===== src/rtl/r40_pkg.sv =====
package r40_pkg;

   localparam int unsigned R40_RADIX   = 40;
   localparam int unsigned R40_CODE_W  = 6;

   localparam int unsigned R40_C_SPACE  = 0;
   localparam int unsigned R40_C_LETTER = 1;   // code of 'A'
   localparam int unsigned R40_C_DOLLAR = 27;
   localparam int unsigned R40_C_DOT    = 28;
   localparam int unsigned R40_C_DIGIT  = 30;  // code of '0'

   typedef struct packed {
      logic [R40_CODE_W-1:0] code;
      logic                  bad;
   } r40_sym_t;

endpackage


===== src/rtl/r40_char_map.sv =====
module r40_char_map
   import r40_pkg::*;
#(
   parameter int unsigned CHAR_W = 8,
   parameter bit          RAW_EN = 1'b1
)(
   input  logic [CHAR_W-1:0] chr,
   input  logic              raw,
   output r40_sym_t          sym
);

   r40_sym_t map_sym;

   always_comb begin
      map_sym.code = '0;
      map_sym.bad  = 1'b0;
      if (chr == CHAR_W'(8'h20)) begin
         map_sym.code = R40_CODE_W'(R40_C_SPACE);
      end else if (chr >= CHAR_W'(8'h41) && chr <= CHAR_W'(8'h5A)) begin
         map_sym.code = R40_CODE_W'(chr - CHAR_W'(8'h41) + CHAR_W'(R40_C_LETTER));
      end else if (chr == CHAR_W'(8'h24)) begin
         map_sym.code = R40_CODE_W'(R40_C_DOLLAR);
      end else if (chr == CHAR_W'(8'h2E)) begin
         map_sym.code = R40_CODE_W'(R40_C_DOT);
      end else if (chr >= CHAR_W'(8'h30) && chr <= CHAR_W'(8'h39)) begin
         map_sym.code = R40_CODE_W'(chr - CHAR_W'(8'h30) + CHAR_W'(R40_C_DIGIT));
      end else begin
         map_sym.bad  = 1'b1;
      end
   end

   generate
      if (RAW_EN) begin : g_raw
         r40_sym_t raw_sym;
         always_comb begin
            if (chr < CHAR_W'(R40_RADIX)) begin
               raw_sym.code = R40_CODE_W'(chr);
               raw_sym.bad  = 1'b0;
            end else begin
               raw_sym.code = '0;
               raw_sym.bad  = 1'b1;
            end
         end
         assign sym = raw ? raw_sym : map_sym;
      end else begin : g_noraw
         logic raw_unused;
         assign raw_unused = raw;
         assign sym        = map_sym;
      end
   endgenerate

endmodule


===== src/rtl/r40_group_acc.sv =====
module r40_group_acc
   import r40_pkg::*;
#(
   parameter int unsigned WORD_W = 16,
   parameter int unsigned ACC_W  = 11,
   parameter int unsigned GROUP  = 3
)(
   input  logic              clk,
   input  logic              rst_n,
   input  logic              step,
   input  r40_sym_t          sym,
   input  logic              eos,
   output logic              emit,
   output logic [WORD_W-1:0] word,
   output logic              word_err
);

   localparam int unsigned CNT_W = $clog2(GROUP + 1);
   localparam logic [CNT_W-1:0] LAST = CNT_W'(GROUP - 1);

   logic [ACC_W-1:0]  acc_q;
   logic [CNT_W-1:0]  cnt_q;
   logic              err_q;
   logic [WORD_W-1:0] full_w;
   logic [WORD_W-1:0] pad_w;
   logic              closes;

   function automatic logic [WORD_W-1:0] rad_pow(input logic [CNT_W-1:0] n);
      logic [WORD_W-1:0] p;
      p = WORD_W'(1);
      for (int i = 0; i < GROUP; i++) begin
         if (i < int'(n)) p = p * WORD_W'(R40_RADIX);
      end
      return p;
   endfunction

   assign full_w = WORD_W'(acc_q) * WORD_W'(R40_RADIX) + WORD_W'(sym.code);
   assign pad_w  = WORD_W'(acc_q) * rad_pow(CNT_W'(GROUP) - cnt_q);
   assign closes = step && (cnt_q == LAST);

   assign emit     = closes || (eos && (cnt_q != '0));
   assign word     = step ? full_w : pad_w;
   assign word_err = step ? (err_q | sym.bad) : err_q;

   always_ff @(posedge clk or negedge rst_n) begin
      if (!rst_n) begin
         acc_q <= '0;
         cnt_q <= '0;
         err_q <= 1'b0;
      end else if (closes || eos) begin
         acc_q <= '0;
         cnt_q <= '0;
         err_q <= 1'b0;
      end else if (step) begin
         acc_q <= ACC_W'(full_w);
         cnt_q <= cnt_q + CNT_W'(1);
         err_q <= err_q | sym.bad;
      end
   end

endmodule


===== src/rtl/r40_out_reg.sv =====
module r40_out_reg #(
   parameter int unsigned WORD_W = 16
)(
   input  logic              clk,
   input  logic              rst_n,
   input  logic              load,
   input  logic [WORD_W-1:0] word_in,
   input  logic              err_in,
   input  logic              take,
   output logic              valid,
   output logic [WORD_W-1:0] word_out,
   output logic              err_out
);

   always_ff @(posedge clk or negedge rst_n) begin
      if (!rst_n) begin
         valid    <= 1'b0;
         word_out <= '0;
         err_out  <= 1'b0;
      end else if (load) begin
         valid    <= 1'b1;
         word_out <= word_in;
         err_out  <= err_in;
      end else if (take) begin
         valid    <= 1'b0;
      end
   end

endmodule


===== src/rtl/r40_stream_packer.sv =====
module r40_stream_packer
   import r40_pkg::*;
#(
   parameter int unsigned CHAR_W = 8,
   parameter int unsigned WORD_W = 16,
   parameter int unsigned ACC_W  = 11,
   parameter int unsigned GROUP  = 3,
   parameter bit          RAW_EN = 1'b1
)(
   input  logic              clk,
   input  logic              rst_n,
   input  logic              in_valid,
   output logic              in_ready,
   input  logic [CHAR_W-1:0] in_data,
   input  logic              in_raw,
   input  logic              in_eos,
   output logic              out_valid,
   input  logic              out_ready,
   output logic [WORD_W-1:0] out_word,
   output logic              out_err
);

   function automatic longint unsigned pow_r(input int unsigned n);
      longint unsigned p = 1;
      for (int unsigned i = 0; i < n; i++) p = p * R40_RADIX;
      return p;
   endfunction

   localparam longint unsigned WORD_SPAN = pow_r(GROUP);
   localparam longint unsigned ACC_SPAN  = pow_r(GROUP - 1);

   generate
      if (GROUP < 2) begin : g_chk_group
         $error("GROUP must be at least 2");
      end
      if (CHAR_W < R40_CODE_W) begin : g_chk_char
         $error("CHAR_W must hold a raw code");
      end
      if (WORD_SPAN > (64'd1 << WORD_W)) begin : g_chk_word
         $error("WORD_W too narrow for GROUP codes");
      end
      if (ACC_SPAN > (64'd1 << ACC_W)) begin : g_chk_acc
         $error("ACC_W too narrow for a partial group");
      end
   endgenerate

   r40_sym_t          sym;
   logic              step, eos_acc, emit, w_err;
   logic [WORD_W-1:0] w_val;

   assign in_ready = !out_valid || out_ready;
   assign step     = in_valid && in_ready && !in_eos;
   assign eos_acc  = in_valid && in_ready && in_eos;

   r40_char_map #(
      .CHAR_W (CHAR_W),
      .RAW_EN (RAW_EN)
   ) u_map (
      .chr (in_data),
      .raw (in_raw),
      .sym (sym)
   );

   r40_group_acc #(
      .WORD_W (WORD_W),
      .ACC_W  (ACC_W),
      .GROUP  (GROUP)
   ) u_acc (
      .clk      (clk),
      .rst_n    (rst_n),
      .step     (step),
      .sym      (sym),
      .eos      (eos_acc),
      .emit     (emit),
      .word     (w_val),
      .word_err (w_err)
   );

   r40_out_reg #(
      .WORD_W (WORD_W)
   ) u_out (
      .clk      (clk),
      .rst_n    (rst_n),
      .load     (emit),
      .word_in  (w_val),
      .err_in   (w_err),
      .take     (out_ready),
      .valid    (out_valid),
      .word_out (out_word),
      .err_out  (out_err)
   );

endmodule


===== config.mk =====
export PLATFORM = sky130hd
export DESIGN_NAME = r40_stream_packer
export DESIGN_NICKNAME = d
export VERILOG_FILES = /design/src/rtl/r40_pkg.sv /design/src/rtl/r40_char_map.sv /design/src/rtl/r40_group_acc.sv /design/src/rtl/r40_out_reg.sv /design/src/rtl/r40_stream_packer.sv
export SDC_FILE = /design/constraint.sdc
export NUM_CORES = 1
export LEC_CHECK = 0
export BUFFER_PORTS_ARGS = -buffer_cell sky130_fd_sc_hd__buf_2
export CAP_MARGIN = 20
export CELL_PAD_IN_SITES_DETAIL_PLACEMENT = 0
export CELL_PAD_IN_SITES_GLOBAL_PLACEMENT = 1
export CORE_MARGIN = 4
export CORE_UTILIZATION = 48
export DETAILED_ROUTE_END_ITERATION = 10
export GPL_TIMING_DRIVEN = 0
export HOLD_SLACK_MARGIN = 0.1
export MAX_ROUTING_LAYER = met4
export PLACE_DENSITY = 0.94
export SYNTH_ARGS = -nofsm -noshare
export SYNTH_HDL_FRONTEND = slang
export SYNTH_SLANG_ARGS = --single-unit

===== constraint.sdc =====
create_clock -name clk -period 6.15 [get_ports clk]
set_input_delay 0 -clock clk [delete_from_list [all_inputs] [get_ports clk]]
set_output_delay 0 -clock clk [all_outputs]
set_load 0.01 [all_outputs]

==> results_tabular.tex <==
\begin{tabular}{lr}
\hline
Metric & Value \\
\hline
\multicolumn{2}{l}{\textbf{Synth}} \\
\quad Library cell with the highest instance count after synthesis & sky130\_fd\_sc\_hd\_\_ha\_1 \\
\quad Net count after synthesis & 641 \\
\quad Area leader, netlist & sky130\_fd\_sc\_hd\_\_ha\_1 \\
\quad Prevailing post-synth register cell & sky130\_fd\_sc\_hd\_\_dfrtp\_1 \\
\quad Average cell area after synthesis & 8.65 µm² \\
\quad Top cell types by occurrence after synthesis & 73 x sky130\_fd\_sc\_hd\_\_ha\_1, 61 x sky130\_fd\_sc\_hd\_\_nand2\_1, 52 x sky130\_fd\_sc\_hd\_\_inv\_1 \\
\quad Area of the mapped netlist & 0.00452 mm² \\
\quad Proportion of synthesized chip area in sequential cells & 17.7\% \\
\quad Post-Synthesis Cells & 522 \\
\quad Warning count from the yosys run & 0 \\
\quad Area fraction of the dominant cell type after synthesis & 20.2\% \\
\quad EDFF count, synth & 0 \\
\quad Asr flop ratio synth & 100\% \\
\quad Count of unique library cells instantiated by Yosys & 53 \\
\quad Cells taking the most area after synthesis & sky130\_fd\_sc\_hd\_\_ha\_1 20\%, sky130\_fd\_sc\_hd\_\_dfrtp\_1 18\%, sky130\_fd\_sc\_hd\_\_fa\_1 14\% \\
\quad Synthesis-stage register bit count & 32 \\
\multicolumn{2}{l}{\textbf{Floorplanning}} \\
\quad Boundary Pins & 33 \\
\quad Area inside the core boundary & 0.00920 mm² \\
\quad Die height & 105 µm \\
\quad FP Rows & 35 \\
\quad Starting utilization of the core area & 49.1\% \\
\quad Die W & 105 µm \\
\quad Floorplan die area & 0.0110 mm² \\
\multicolumn{2}{l}{\textbf{Detailed routing}} \\
\quad Wire per inst & 15.9 µm \\
\quad Count of unresolved DRC violations after routing & 0 \\
\quad Total number of vias & 3737 \\
\quad DRT antenna net count & 0 \\
\quad Detailed Routing Iterations Pass 1 & 4 \\
\quad DRT Wirelength & 10700 µm \\
\quad Violation count after the first detailed-route iteration & 205 \\
\quad Post-detailed-route via-to-cell ratio & 5.55 \\
\multicolumn{2}{l}{\textbf{Critical path}} \\
\quad CP Data Required Time & 6.32 ns \\
\quad Worst R2R Start & u\_acc.cnt\_q[1] \\
\quad Crit Path Class & reg -> reg \\
\quad Kind of end point of the critical path & flop \\
\quad Element type at the critical path start & flop \\
\quad Maximum fanout along the worst path & 10 \\
\quad Worst reg-to-reg setup slack & 0.71 ns \\
\quad Endpoint of the worst register-to-register path & u\_out.word\_out[15] \\
\quad Data arrival time of the worst path & 5.61 ns \\
\quad Worst Reg2Reg Path Length in Cells & 19 \\
\multicolumn{2}{l}{\textbf{STA}} \\
\quad Setup repair after global routing missed its margin & no \\
\quad Final count of hold timing violations & 0 \\
\quad Min Clock Period, post-route & 5.44 ns \\
\quad Worst relative slew slack & 52.2\% \\
\quad Slew at the pin closest to its max-slew limit & 0.714 ns \\
\quad Setup\_tns & 0 ns \\
\quad Worst clock skew & 0.00688 ns \\
\quad Ratio of final minimum period to clock period & 88.5\% \\
\quad Final setup violation count & 0 \\
\quad Fmax & 0.184 GHz \\
\quad Final Max Tran Viols & 0 \\
\multicolumn{2}{l}{\textbf{Finish}} \\
\quad Share of layout cells above drive strength 1 & 9.07\% \\
\quad Final cell utilization of the core & 53.3\% \\
\quad Final nets & 681 \\
\quad Ant. Diodes & 0 \\
\quad P\&R area growth vs syn & 8.56\% \\
\multicolumn{2}{l}{\textbf{Clock tree}} \\
\quad Clock tree from TritonCTS & done \\
\quad Clock latency on the worst-skew pair & 0.28 ns \\
\quad Clock input transition at the sequential cells of the worst setup and hold paths & 0.07 ns \\
\quad Largest buffer count on any clock path & 2 \\
\quad TritonCTS buffer count & 5 \\
\quad Number of instances resized during post-cts repair & 0 \\
\quad Buffers inserted during post-CTS setup optimization & 0 \\
\quad Cts-stage hold buffer count & 1 \\
\quad \# clock sinks & 32 \\
\quad Clock Root Buffer & sky130\_fd\_sc\_hd\_\_clkbuf\_8 \\
\quad Total number of H-tree levels & 2 \\
\multicolumn{2}{l}{\textbf{Place}} \\
\quad \# port buffers & 32 \\
\quad Half-perimeter wire length after placement & 8940 µm \\
\quad Final weighted congestion of routability-driven global placement & 0.914 \\
\multicolumn{2}{l}{\textbf{Global routing}} \\
\quad Total GRT Usage & 21.1\% \\
\quad Largest net degree at the start of global routing & 33 \\
\quad Global-route wire length before repair & 18500 µm \\
\quad Global route total overflow & 0 \\
\quad Initial antenna violation count & 0 \\
\quad Number of global-route vias before repair & 3883 \\
\multicolumn{2}{l}{\textbf{Power}} \\
\quad VDD IR max & 0.110 mV \\
\quad Total power & 911 µW \\
\quad PD cells & 186 mW/mm² \\
\quad Static power due to leakage & 0.00259 µW \\
\multicolumn{2}{l}{\textbf{Worst hold path}} \\
\quad Startpoint of the most critical hold path & out\_ready \\
\quad Hold endpoint & u\_out.valid \\
\quad Hold Path Depth & 3 \\
\quad Hold Crit Class & in -> reg \\
\multicolumn{2}{l}{\textbf{Status}} \\
\quad Run status & complete, no violations \\
\multicolumn{2}{l}{\textbf{Job}} \\
\quad Max-cap viol count & 0 \\
\hline
\end{tabular}
kinds of logic after synthesis:
kind of cell | Yosys count | synth area share, %
XOR/XNOR | 43 | 8.67
flip-flops | 32 | 17.7
buffers and inverters | 67 | 5.62
AO/OA/AOI/OAI | 107 | 14.9
AND/OR/NAND/NOR | 168 | 18.7
adder cells (fa/ha/maj) | 105 | 34.4
placed cells by master, fill, tap and decap left out, types with 2 or more instances in the layout:
| master | count |
|---|---|
| sky130_fd_sc_hd__nand3b_1 | 2 |
| sky130_fd_sc_hd__and3_1 | 2 |
| sky130_fd_sc_hd__o21a_1 | 6 |
| sky130_fd_sc_hd__nor2b_1 | 10 |
| sky130_fd_sc_hd__nand2_1 | 61 |
| sky130_fd_sc_hd__or3_1 | 2 |
| sky130_fd_sc_hd__a22o_1 | 3 |
| sky130_fd_sc_hd__dfrtp_1 | 32 |
| sky130_fd_sc_hd__fa_1 | 32 |
| sky130_fd_sc_hd__o21ai_0 | 39 |
| sky130_fd_sc_hd__inv_1 | 52 |
| sky130_fd_sc_hd__and2_1 | 28 |
| sky130_fd_sc_hd__o211ai_1 | 3 |
| sky130_fd_sc_hd__a21o_1 | 9 |
| sky130_fd_sc_hd__buf_2 | 34 |
| sky130_fd_sc_hd__ha_1 | 73 |
| sky130_fd_sc_hd__nand3_1 | 4 |
| sky130_fd_sc_hd__xor2_1 | 14 |
| sky130_fd_sc_hd__nor3_1 | 10 |
| sky130_fd_sc_hd__clkbuf_1 | 13 |
| sky130_fd_sc_hd__o21ai_1 | 3 |
| sky130_fd_sc_hd__nor2_1 | 31 |
| sky130_fd_sc_hd__a31oi_1 | 10 |
| sky130_fd_sc_hd__o31a_1 | 2 |
| sky130_fd_sc_hd__xnor2_1 | 28 |
| sky130_fd_sc_hd__nand2b_1 | 5 |
| sky130_fd_sc_hd__a211oi_1 | 2 |
| sky130_fd_sc_hd__a21oi_1 | 18 |
| sky130_fd_sc_hd__or2_2 | 2 |
| sky130_fd_sc_hd__nand4b_1 | 2 |
| sky130_fd_sc_hd__clkbuf_8 | 5 |
per-stage QoR:
| stage | hold WS (ns) | cell area [µm²] | setup slack [ns] | cells |
|---|---|---|---|---|
| after global routing | 0.121 | 4900 | 0.396 | 673 |
| final | 0.0917 | 4900 | 0.708 | 673 |
| after detailed placement | 0.0864 | 4820 | 0.754 | 665 |
| after floorplan | -0.296 | 4520 | 1.48 | 522 |
| after global placement | 0.0780 | 4820 | 0.789 | 665 |
| after CTS | 0.105 | 4900 | 0.743 | 673 |
power by group:
| group | internal [µW] | switching (µW) | total, µW |
|---|---|---|---|
| Combinational | 175 | 266 | 440 |
| Sequential | 266 | 54.8 | 321 |
| Clock | 76.8 | 73.2 | 150 |
layout make-up:
type / instances / area (µm²)
Fill cell: 854 / 4290
Buffer: 15 / 58.8
Sequential cell: 32 / 801
Clock inverter: 1 / 5.00
Tap cell: 111 / 139
Clock buffer: 6 / 72.6
Inverter: 52 / 195
Multi-Input combinational cell: 423 / 3460
Timing Repair Buffer: 33 / 170
worst max path at each step:
stage	start	end	slack [ns]	cells past startpoint
after global placement	u_acc.cnt_q[1]	u_out.word_out[15]	0.79	19
after global routing	u_acc.cnt_q[1]	u_out.word_out[15]	0.40	19
after detailed placement	u_acc.cnt_q[1]	u_out.word_out[15]	0.75	19
after floorplan	u_acc.cnt_q[0]	u_out.word_out[15]	1.48	20
final	u_acc.cnt_q[1]	u_out.word_out[15]	0.71	19
after CTS	u_acc.cnt_q[1]	u_out.word_out[15]	0.74	19
critical path: stages, from the launching register on:
cell and delay, ns:
sky130_fd_sc_hd__dfrtp_1 0.58, sky130_fd_sc_hd__ha_1 0.41, sky130_fd_sc_hd__clkbuf_1 0.34, sky130_fd_sc_hd__and2_1 0.24
sky130_fd_sc_hd__ha_1 0.25, sky130_fd_sc_hd__ha_1 0.31, sky130_fd_sc_hd__fa_1 0.51, sky130_fd_sc_hd__fa_1 0.56
sky130_fd_sc_hd__inv_1 0.06, sky130_fd_sc_hd__fa_1 0.53, sky130_fd_sc_hd__inv_1 0.04, sky130_fd_sc_hd__ha_1 0.31
sky130_fd_sc_hd__o21a_1 0.11, sky130_fd_sc_hd__nor2_1 0.12, sky130_fd_sc_hd__nor2b_1 0.08, sky130_fd_sc_hd__a21oi_1 0.26
sky130_fd_sc_hd__o21ai_0 0.19, sky130_fd_sc_hd__xnor2_1 0.17, sky130_fd_sc_hd__o22a_1 0.17, sky130_fd_sc_hd__o31a_1 0.10
registers in the layout, summed over array words and instances (netlist names):
register	count
u_out.word_out	16
u_acc.acc_q	11
u_acc.cnt_q	2
u_acc.err_q	1
u_out.err_out	1
u_out.valid	1
routing by layer:
layer	vias up	GRT usage, %	wire [µm]
met5	-	-	0
met4	0	5.90	236
li1	1840	-	-
met2	75	37.7	5490
met3	20	1.24	348
met1	1802	25.7	4650
Note: power is estimated with default switching activity, not from simulation.
